### src/rtl/scan_port_pkg.sv
package scan_port_pkg;

  localparam int IR_W = 3;

  localparam logic [IR_W-1:0] OP_EXTEST  = 3'b000;
  localparam logic [IR_W-1:0] OP_IDCODE  = 3'b001;
  localparam logic [IR_W-1:0] OP_SAMPLE  = 3'b010;
  localparam logic [IR_W-1:0] OP_BYPASS  = 3'b111;
  localparam logic [IR_W-1:0] IR_CAPTURE = 3'b001;

  typedef enum logic [3:0] {
    TLR, RTI,
    SEL_DR, CAP_DR, SH_DR, EX1_DR, PAU_DR, EX2_DR, UPD_DR,
    SEL_IR, CAP_IR, SH_IR, EX1_IR, PAU_IR, EX2_IR, UPD_IR
  } scan_state_e;

  typedef enum logic [1:0] {PATH_BYPASS, PATH_ID, PATH_BND} dr_path_e;

  // Successor state for a sampled mode-select value.
  function automatic scan_state_e scan_next(scan_state_e s, logic tms);
    case (s)
      TLR:     return tms ? TLR    : RTI;
      RTI:     return tms ? SEL_DR : RTI;
      SEL_DR:  return tms ? SEL_IR : CAP_DR;
      CAP_DR:  return tms ? EX1_DR : SH_DR;
      SH_DR:   return tms ? EX1_DR : SH_DR;
      EX1_DR:  return tms ? UPD_DR : PAU_DR;
      PAU_DR:  return tms ? EX2_DR : PAU_DR;
      EX2_DR:  return tms ? UPD_DR : SH_DR;
      UPD_DR:  return tms ? SEL_DR : RTI;
      SEL_IR:  return tms ? TLR    : CAP_IR;
      CAP_IR:  return tms ? EX1_IR : SH_IR;
      SH_IR:   return tms ? EX1_IR : SH_IR;
      EX1_IR:  return tms ? UPD_IR : PAU_IR;
      PAU_IR:  return tms ? EX2_IR : PAU_IR;
      EX2_IR:  return tms ? UPD_IR : SH_IR;
      default: return tms ? SEL_DR : RTI;
    endcase
  endfunction

  // Opcode to data-path decode; unlisted codes fall back to bypass.
  function automatic dr_path_e op_to_path(logic [IR_W-1:0] op);
    case (op)
      OP_IDCODE:            return PATH_ID;
      OP_EXTEST, OP_SAMPLE: return PATH_BND;
      default:              return PATH_BYPASS;
    endcase
  endfunction

endpackage

### src/rtl/scan_port_fsm.sv
module scan_port_fsm
  import scan_port_pkg::*;
(
  input  logic        tck,
  input  logic        trst_n,
  input  logic        tms,
  output scan_state_e st,
  output logic        in_tlr,
  output logic        cap_dr,
  output logic        sh_dr,
  output logic        cap_ir,
  output logic        sh_ir,
  output logic        upd_ir
);

  always_ff @(posedge tck or negedge trst_n) begin
    if (!trst_n) st <= TLR;
    else         st <= scan_next(st, tms);
  end

  assign in_tlr = (st == TLR);
  assign cap_dr = (st == CAP_DR);
  assign sh_dr  = (st == SH_DR);
  assign cap_ir = (st == CAP_IR);
  assign sh_ir  = (st == SH_IR);
  assign upd_ir = (st == UPD_IR);

endmodule

### src/rtl/scan_port_shreg.sv
module scan_port_shreg #(
  parameter int           W       = 8,
  parameter logic [W-1:0] RST_VAL = '0
) (
  input  logic         tck,
  input  logic         trst_n,
  input  logic         tdi,
  input  logic         cap,
  input  logic         sh,
  input  logic [W-1:0] cap_val,
  output logic         lsb
);

  logic [W-1:0] q;

  generate
    if (W == 1) begin : g_single
      always_ff @(posedge tck or negedge trst_n) begin
        if (!trst_n)  q <= RST_VAL;
        else if (cap) q <= cap_val;
        else if (sh)  q <= tdi;
      end
    end else begin : g_wide
      always_ff @(posedge tck or negedge trst_n) begin
        if (!trst_n)  q <= RST_VAL;
        else if (cap) q <= cap_val;
        else if (sh)  q <= {tdi, q[W-1:1]};
      end
    end
  endgenerate

  assign lsb = q[0];

endmodule

### src/rtl/scan_port_ir.sv
module scan_port_ir
  import scan_port_pkg::*;
(
  input  logic            tck,
  input  logic            trst_n,
  input  logic            tdi,
  input  logic            cap,
  input  logic            sh,
  input  logic            upd,
  input  logic            tlr,
  output logic            ir_lsb,
  output logic [IR_W-1:0] instr
);

  logic [IR_W-1:0] sr;

  always_ff @(posedge tck or negedge trst_n) begin
    if (!trst_n)  sr <= IR_CAPTURE;
    else if (cap) sr <= IR_CAPTURE;
    else if (sh)  sr <= {tdi, sr[IR_W-1:1]};
  end

  always_ff @(posedge tck or negedge trst_n) begin
    if (!trst_n)  instr <= OP_IDCODE;
    else if (tlr) instr <= OP_IDCODE;
    else if (upd) instr <= sr;
  end

  assign ir_lsb = sr[0];

endmodule

### src/rtl/scan_port_dr.sv
module scan_port_dr
  import scan_port_pkg::*;
#(
  parameter logic [31:0] ID_VALUE = 32'h0C3A_5069,
  parameter int          BND_W    = 16
) (
  input  logic             tck,
  input  logic             trst_n,
  input  logic             tdi,
  input  logic             cap,
  input  logic             sh,
  input  dr_path_e         path,
  input  logic [BND_W-1:0] bnd_in,
  output logic             dr_lsb
);

  localparam logic [31:0] ID_EFF = {ID_VALUE[31:1], 1'b1};

  logic byp_lsb, id_lsb, bnd_lsb;
  logic use_byp, use_id, use_bnd;

  assign use_byp = (path == PATH_BYPASS);
  assign use_id  = (path == PATH_ID);
  assign use_bnd = (path == PATH_BND);

  scan_port_shreg #(.W(1), .RST_VAL(1'b0)) byp_i (
    .tck(tck), .trst_n(trst_n), .tdi(tdi),
    .cap(cap && use_byp), .sh(sh && use_byp),
    .cap_val(1'b0), .lsb(byp_lsb)
  );

  scan_port_shreg #(.W(32), .RST_VAL(ID_EFF)) id_i (
    .tck(tck), .trst_n(trst_n), .tdi(tdi),
    .cap(cap && use_id), .sh(sh && use_id),
    .cap_val(ID_EFF), .lsb(id_lsb)
  );

  scan_port_shreg #(.W(BND_W), .RST_VAL('0)) bnd_i (
    .tck(tck), .trst_n(trst_n), .tdi(tdi),
    .cap(cap && use_bnd), .sh(sh && use_bnd),
    .cap_val(bnd_in), .lsb(bnd_lsb)
  );

  always_comb begin
    case (path)
      PATH_ID:  dr_lsb = id_lsb;
      PATH_BND: dr_lsb = bnd_lsb;
      default:  dr_lsb = byp_lsb;
    endcase
  end

endmodule

### src/rtl/scan_port_top.sv
module scan_port_top
  import scan_port_pkg::*;
#(
  parameter logic [31:0] ID_VALUE = 32'h0C3A_5069,
  parameter int          BND_W    = 16
) (
  input  logic             tck,
  input  logic             tms,
  input  logic             tdi,
  input  logic             trst_n,
  input  logic [BND_W-1:0] bnd_in,
  output logic             tdo,
  output logic             tdo_en
);

  scan_state_e     st;
  logic            in_tlr, cap_dr, sh_dr, cap_ir, sh_ir, upd_ir;
  logic            ir_lsb, dr_lsb;
  logic [IR_W-1:0] instr_act;
  dr_path_e        path;

  scan_port_fsm fsm_i (
    .tck(tck), .trst_n(trst_n), .tms(tms), .st(st),
    .in_tlr(in_tlr), .cap_dr(cap_dr), .sh_dr(sh_dr),
    .cap_ir(cap_ir), .sh_ir(sh_ir), .upd_ir(upd_ir)
  );

  scan_port_ir ir_i (
    .tck(tck), .trst_n(trst_n), .tdi(tdi),
    .cap(cap_ir), .sh(sh_ir), .upd(upd_ir), .tlr(in_tlr),
    .ir_lsb(ir_lsb), .instr(instr_act)
  );

  assign path = op_to_path(instr_act);

  scan_port_dr #(.ID_VALUE(ID_VALUE), .BND_W(BND_W)) dr_i (
    .tck(tck), .trst_n(trst_n), .tdi(tdi),
    .cap(cap_dr), .sh(sh_dr), .path(path),
    .bnd_in(bnd_in), .dr_lsb(dr_lsb)
  );

  // Output stage on the falling edge, half a cycle after the shift.
  always_ff @(negedge tck or negedge trst_n) begin
    if (!trst_n) begin
      tdo    <= 1'b0;
      tdo_en <= 1'b0;
    end else begin
      tdo_en <= sh_dr | sh_ir;
      tdo    <= sh_ir ? ir_lsb : (sh_dr ? dr_lsb : 1'b0);
    end
  end

endmodule

### config.mk
export PLATFORM = sky130hd
export DESIGN_NAME = scan_port_top
export DESIGN_NICKNAME = d
export VERILOG_FILES = /design/src/rtl/scan_port_pkg.sv /design/src/rtl/scan_port_fsm.sv /design/src/rtl/scan_port_shreg.sv /design/src/rtl/scan_port_ir.sv /design/src/rtl/scan_port_dr.sv /design/src/rtl/scan_port_top.sv
export SDC_FILE = /design/constraint.sdc
export NUM_CORES = 1
export LEC_CHECK = 0
export BUFFER_PORTS_ARGS = -buffer_cell sky130_fd_sc_hd__buf_2
export CORE_MARGIN = 8
export CORE_UTILIZATION = 54
export DETAILED_ROUTE_END_ITERATION = 8
export GPL_ROUTABILITY_DRIVEN = 0
export PLACE_DENSITY_LB_ADDON = 0.2
export SYNTH_ARGS = -nofsm -noshare
export SYNTH_HDL_FRONTEND = slang
export SYNTH_SLANG_ARGS = --single-unit
### constraint.sdc
create_clock -name tck -period 2.1 [get_ports tck]
set_input_delay 0.105 -clock tck [delete_from_list [all_inputs] [get_ports tck]]
set_output_delay 0.105 -clock tck [all_outputs]
set_load 0.02 [all_outputs]
# Yosys cells after proc, flatten, opt, wreduce, memory -nomap -nowiden
# Cells that the tools add are included.
# Widths: inputs -> output; s select.
# classes
eq_ne	17
mux	27
n_bitwise	1
reduce_logical	17
# ops
operator	count
$mux 32	2
$pmux 4 s11	1
$mux 16	2
$eq 4x4->1 const B	7
$mux 3	6
$eq 4x3->1 const B	4
$mux 4	4
$reduce_bool 2->1	5
$eq 4x2->1 const B	2
$mux 1	7
$logic_and 1x1->1	6
$mux 2	3
$reduce_or 2->1	3
$logic_not 4->1	1
$pmux 2 s2	1
$eq 3x1->1 const B	1
$eq 3x2->1 const B	1
$logic_not 3->1	1
$eq 2x1->1 const B	1
$eq 2x2->1 const B	1
$logic_not 2->1	1
$pmux 1 s2	1
$or 1x1->1	1
# word_totals
ff_bits	61
inputBits	20
elab_cells	70

# Depth between registers and ports, before layout
# Gate-level depths: netlist of the first run.
# depth
depth_word	7
ltp_mapped	6
mapped_depth_nobuf	3

# Hierarchy
# A second synthesis of the first run with hierarchy kept.
# unflattened
cells_unflattened	303
area_unflattened_um2	3159.3
# modules_own_cells
module	n_inst	cells_per_inst	area_per_inst_um2	seq_area_each_um2
scan_port_shreg (dr_i.id_i)	1	139	1530.2	815.8
scan_port_shreg (dr_i.bnd_i)	1	69	744.5	400.4
scan_port_fsm	1	49	405.4	100.1
scan_port_ir	1	18	237.7	152.6
scan_port_dr	1	16	117.6	0.0
scan_port_top	1	8	80.1	50.0
scan_port_shreg (dr_i.byp_i)	1	4	43.8	25.0

==> run metrics, run 1 <==
outcome finished, violations left; failing checks setup timing; largest area contributor in the synthesized netlist dfrtp_1; die width 90.1 um; Syn Nets 279; largest net degree at the start of global routing 56; DR WL met2 2.63 mm; first-pass GRT wire length 8.93 mm; filler instances 411; Worst EP arrival 1.53 ns; final worst setup slack -0.116 ns; most area-consuming cells after synthesis dfrtp_1 38%, mux2_2 13%, dfstp_2 12%, mux2i_1 5.7%, mux2_1 5.3%; remaining routing DRC violations 0; global route overflow 0; CP endpoint kind register; full die area 8110 um2; hold_ws 0.0550 ns; final setup vio count 30; GRT Overall Usage 13.7%; dpl ws -0.111 ns; Synth Warn # 0; core region area 5410 um2; number of vias per cell 5.25; setup_tns -1.86 ns; Post-synth EDFFs 0; Worst Tran Pin Value 0.678 ns; list of most frequent post-synthesis cells 45 x dfrtp_1, 35 x mux2_2, 23 x nand2_1; Setup crit start kind register; met1 wire length 2.64 mm; Post-Route WL 5.62 mm; vias in the first global route 1943; htree depth 3; Synth cell types 39; RSZ-0062 raised after global routing true; met3 WL post-DR 218 um; fraction of registers with async set/reset 100%; post-synthesis sequential area ratio 52.1%; Initial DRC Count 66; CP Data Required Time 1.41 ns; highest routed metal layer met4; Max-slew headroom 54.8%; Avg Cell Area, Syn 11.4 um2; num rows 27; Core Util, Final 68.5%; Max Slew Vio Count 0; Mapped Cells 259; top-count cell post-synth dfrtp_1; Worst Hold Class in -> reg; leak pwr 0.00175 uW; Post-Syn Area 2960 um2; critical path peak fanout 3; Synth-to-Final Area Change 25.0%; Crit-path slowest cell or4b_4; worst reg2reg endpoint tdo; n_diodes 0; Max Clk Rate 452 MHz; dominant synthesized flop cell dfrtp_1; CTS Buffer Depth 2; clock skew 0.0141 ns; Pre-antenna DRT Iters 4; clk slew on worst S/H paths 0.06 ns; endpoints failing hold 0; layout cells sized above 1 43.2%; fin crit share 106%; hold path depth 3; R2R setup slack -0.12 ns; vias 1995; post-route ant nets 0; Synth Register Bits 61; starting density of the core 54.8%; pwr dens 1500 nW/um2; Worst R2R Start fsm_i.st[0]; crit path cell chain or4b_4 -> nor3_4 -> a21o_1; # nets final 323; max_cap viols 0; crit path kind reg -> reg; post-synth top area share 38.0%; clk_lat worst skew 0.34 ns; root buf cell clkbuf_8; Hold EP ir_i.sr[2]; chip height 90.1 um; max incr delay on CP 0.57 ns; total power 5560 uW; CTS tree yes; maximum VDD drop 0.823 mV; total CTS buffers 9; Post-DP HPWL 3.40 mm; Hold Startpoint tdi; min cycle time layout 2.22 ns; worst-case reg-to-reg path depth 3; initial antenna violation count 0; CTS Sinks 61; I/O Pins 22; Routed WL per cell 14.8 um; Buffers on Ports 21
-- area by class of cell --
class	instances	area (um2)	share of cell area, %
Clock inverter	2	10.0	0.270
Tap cell	72	90.1	2.43
Sequential cell	61	1540	41.7
Inverter	19	71.3	1.93
Clock buffer	14	153	4.12
Multi-Input combinational cell	161	1390	37.5
Timing Repair Buffer	51	447	12.1
-- sequential cells by signal, indices dropped and copies added (netlist names) --
name            flops
ir_i.sr             3
dr_i.byp_i.lsb      1
dr_i.id_i.q        32
tdo                 1
ir_i.instr          3
fsm_i.st            4
dr_i.bnd_i.q       16
tdo_en              1
-- worst max-delay path by stage --
stage	start	to	slack (ns)
floorplan	fsm_i.st[3]	tdo	-0.28
global placement	fsm_i.st[3]	tdo	-0.09
detailed placement	fsm_i.st[3]	tdo	-0.11
CTS	fsm_i.st[3]	tdo	-0.09
global route	fsm_i.st[0]	tdo	-0.19
finish	fsm_i.st[0]	tdo	-0.12
-- report_power, final --
part / switching (uW) / total (uW) / internal, uW / leakage, uW
Clock: 414 / 872 / 458 / 0.0000844
Combinational: 1210 / 2780 / 1570 / 0.000896
Sequential: 221 / 1910 / 1690 / 0.000771
Total: 1840 / 5560 / 3720 / 0.00175
-- per-layer routing --
metal  global-route usage (%)  up-vias
met2                     19.8       30
met5                        0        -
li1                         -      974
met1                     17.5      978
met3                     5.24       13
met4                     6.66        0
-- repair_timing --
item | CTS | global route
resized for setup | 2 | 17
hold endpoints to repair | 4 | 0
pin swaps | 0 | 2
endpoints found under the setup margin | 28 | 32
hold buffers | 1 | 0
setup buffers | 0 | 4
cloned | 0 | 3
-- cell families after synthesis --
| kind of cell | after synthesis | share of synthesized area [%] |
|---|---|---|
| and+or+nand+nor | 66 | 10.7 |
| xor gates and xnor gates | 1 | 0.296 |
| AOI/OAI and AO/OA | 28 | 6.97 |
| buffers and inverters | 37 | 5.57 |
| muxes | 66 | 24.4 |
| DFF | 61 | 52.1 |
-- metrics by stage --
stage | area, um2 | instances
floorplan | 3070 | 259
global placement | 3350 | 356
detailed placement | 3350 | 356
CTS | 3530 | 373
global route | 3700 | 380
finish | 3700 | 380
-- critical path, delay by kind of cell, from the launching register on --
family | cells | cell delay [ns]
AND/OR/NAND/NOR | 2 | 0.69
AO/OA/AOI/OAI | 1 | 0.12
flip-flops | 1 | 0.38
-- cells in the final DEF, fill, tap and decap left out, types with 3 or more instances in the layout --
cell type,n
nor2_1,20
mux2_4,25
buf_6,9
o21ai_0,6
buf_4,14
clkbuf_1,4
mux2_2,24
mux2i_1,16
a211oi_1,3
inv_1,19
a21oi_1,7
buf_12,3
dfstp_2,14
nand2b_1,3
nand2_1,23
o22ai_1,4
buf_2,21
clkbuf_8,10
nor3_1,3
dfrtp_1,45
(Power assumes the default switching activity.)
==> inputs of run 2 (changes only) <==
--- a/config.mk
+++ b/config.mk
@@ -7,7 +7,7 @@
 export LEC_CHECK = 0
 export BUFFER_PORTS_ARGS = -buffer_cell sky130_fd_sc_hd__buf_2
 export CORE_MARGIN = 8
-export CORE_UTILIZATION = 54
+export CORE_UTILIZATION = 55
 export DETAILED_ROUTE_END_ITERATION = 8
 export GPL_ROUTABILITY_DRIVEN = 0
 export PLACE_DENSITY_LB_ADDON = 0.2
==> constraint.sdc (replaced) <==
create_clock -name tck -period 2.22 [get_ports tck]
set_input_delay 0.111 -clock tck [delete_from_list [all_inputs] [get_ports tck]]
set_output_delay 0.111 -clock tck [all_outputs]
set_load 0.02 [all_outputs]
==> run 2 against run 1 <==
The flow still finishes with violations (setup timing). Non-clock buffer count shrank 12. Global-route usage increased by 1.1 points. Clock power increased by 3.7%. Die area down 1.5%. Clock skew hardly changed. Final area decreased by 6.5%. Fmax fell by 2.6%. Via count is 3.5% lower. Flip-flop and latch count stayed put.
==> run metrics, run 2 (synthesis gave the netlist of run 1 again) <==
Setup crit start kind register; DR WL met2 2.31 mm (-12%); die width 89.4 um (-0.75%); Worst R2R Start fsm_i.st[1]; vias in the first global route 2030 (+4.5%); most common cell after layout, fill and taps aside dfrtp_1; Initial DRC Count 67 (+1.5%); total CTS buffers 9 (unchanged); Buffers on Ports 21 (unchanged); met1 wire length 2.45 mm (-7.1%); worst reg2reg endpoint dr_i.id_i.q[24]; CP Data Required Time 2.44 ns (+1.03 ns); critical path peak fanout 8 (+5); Core Util, Final 67.4% (-1.1 points); total stage count of the critical path 6 (+3); Critical path origin fsm_i.st[1]; initial antenna violation count 0 (unchanged); Worst Path Buf+Inv 3 (+3); Crit-path slowest cell or4b_4; Max Clk Rate 441 MHz (-2.6%); chip height 89.4 um (-0.75%); total power 4740 uW (-15%); clock skew 0.0139 ns (-0.000254 ns); endpoints failing hold 0 (unchanged); vias 1926 (-3.5%); Worst Tran Pin Value 0.620 ns (-0.0589 ns); fin crit share 102% (-3.3 points); max incr delay on CP 0.57 ns (about the same); Post-Route WL 5.07 mm (-9.7%); maximum VDD drop 0.712 mV (-13%); global route overflow 0 (unchanged); CTS Sinks 61 (unchanged); core region area 5140 um2 (-4.9%); Top Registers dr_i.id_i.q (32), dr_i.bnd_i.q (16), fsm_i.st (4); Largest register FFs 32 (unchanged); met3 WL post-DR 200 um (-8.3%); I/O Pins 22 (unchanged); Routed WL per cell 13.9 um (-6.2%); max_cap viols 0 (unchanged); Pre-antenna DRT Iters 4 (unchanged); # nets final 311 (-3.7%); num rows 26 (-3.7%); first-pass GRT wire length 9.05 mm (+1.3%); worst-case reg-to-reg path depth 6 (+3); final setup vio count 6 (-80%); Max-slew headroom 58.7% (+3.9 points); R2R setup slack -0.05 ns (+0.07 ns); pwr dens 1370 nW/um2 (-8.8%); crit path kind reg -> reg; min cycle time layout 2.27 ns (+0.0535 ns); htree depth 3 (unchanged); outcome finished, violations left; number of vias per cell 5.26 (+0.23%); Worst EP arrival 2.49 ns (+0.96 ns); Max Slew Vio Count 0 (unchanged); filler instances 422 (+2.7%); crit-path leading delay family simple AND/OR/NAND/NOR gates; leak pwr 0.00164 uW (-6.1%); highest routed metal layer met4; end of the critical path dr_i.id_i.q[24]; clk_lat worst skew 0.34 ns (about the same); final worst setup slack -0.0493 ns (+0.0665 ns); full die area 7990 um2 (-1.5%); crit path cell chain or4b_4 -> buf_4 -> a2111oi_4 -> buf_4 -> buf_8 -> mux2_2; CTS Buffer Depth 2 (unchanged); RSZ-0062 raised after global routing true; CP endpoint kind register; Largest Register dr_i.id_i.q; Post-DP HPWL 3.16 mm (-7.0%); placed instance area 3200 um2 (-4.6%); starting density of the core 57.6% (+2.8 points); Finished Cell Area 3470 um2 (-6.5%); CTS tree yes; dpl ws -0.0549 ns (+0.0565 ns); GRT Overall Usage 14.8% (+1.1 points); failing checks setup timing; largest net degree at the start of global routing 52 (-7.1%); commonest non-fill, non-tap cells in the layout 45 x dfrtp_1, 35 x mux2_2, 23 x nand2_1; most used cell, CP buf_4; Synth-to-Final Area Change 17.0%; Worst Hold Class in -> reg; remaining routing DRC violations 0 (unchanged); clk slew on worst S/H paths 0.07 ns (about the same); n_diodes 0 (unchanged); layout cells sized above 1 35.8% (-7.4 points); post-route ant nets 0 (unchanged); root buf cell clkbuf_8
[run 2: stage by stage]
stage	hold slack (ns)	std cells	setup TNS, ns
6_report	0.0683	366	-0.155
3_5_place_dp	-0.00764	345	-0.0660
2_1_floorplan	-0.185	259	-0.342
3_3_place_gp	-0.00519	345	-0.0336
5_1_grt	0.0737	366	-0.830
4_1_cts	0.0576	362	-0.0321
[run 2: area by class of cell]
class / instances / area (um2) / area share, %
inverter: 19 / 71.3 / 2.06
sequential: 61 / 1540 / 44.5
timing repair buffer: 39 / 305 / 8.81
clock inverter: 3 / 20.0 / 0.578
clock buffer: 13 / 169 / 4.87
multi-input combinational: 161 / 1270 / 36.6
tap: 70 / 87.6 / 2.53
[run 2: layer usage]
metal / vias to the layer above / global-route usage (%)
met4: 0 / 8.16
met3: 10 / 4.32
met2: 26 / 22.4
li1: 951 / -
met1: 939 / 18.5
met5: - / 0
[run 2: report_power, final]
group          internal [uW]  total [uW]  switching, uW
clock                    495         904            410
combinational           1050        2060           1010
sequential              1590        1780            184
[run 2: how the worst min path moves through the flow]
stage                     startpoint         endpoint  slack (ns)  cells past startpoint
final                            tdi       ir_i.sr[2]        0.07                      3
after global routing             tdi       ir_i.sr[2]        0.07                      3
after CTS                        tdi       ir_i.sr[2]        0.06                      3
after detailed placement      trst_n      fsm_i.st[0]      -0.008                      1
after global placement        trst_n      fsm_i.st[3]      -0.005                      1
after floorplan               trst_n  dr_i.bnd_i.q[0]       -0.18                      0
[run 2: what timing repair did]
| item | CTS | global route |
|---|---|---|
| pin swaps | 0 | 1 |
| endpoints found under the setup margin | 5 | 11 |
| gates cloned | 0 | 2 |
| hold endpoints to repair | 8 | 0 |
| setup buffers | 0 | 2 |
| resized for setup | 1 | 5 |
| hold buffers | 1 | 0 |
[run 2: worst min-delay path: stages]
cell     delay, ns
buf_2         0.12
nand2_1       0.06
o21ai_0       0.07
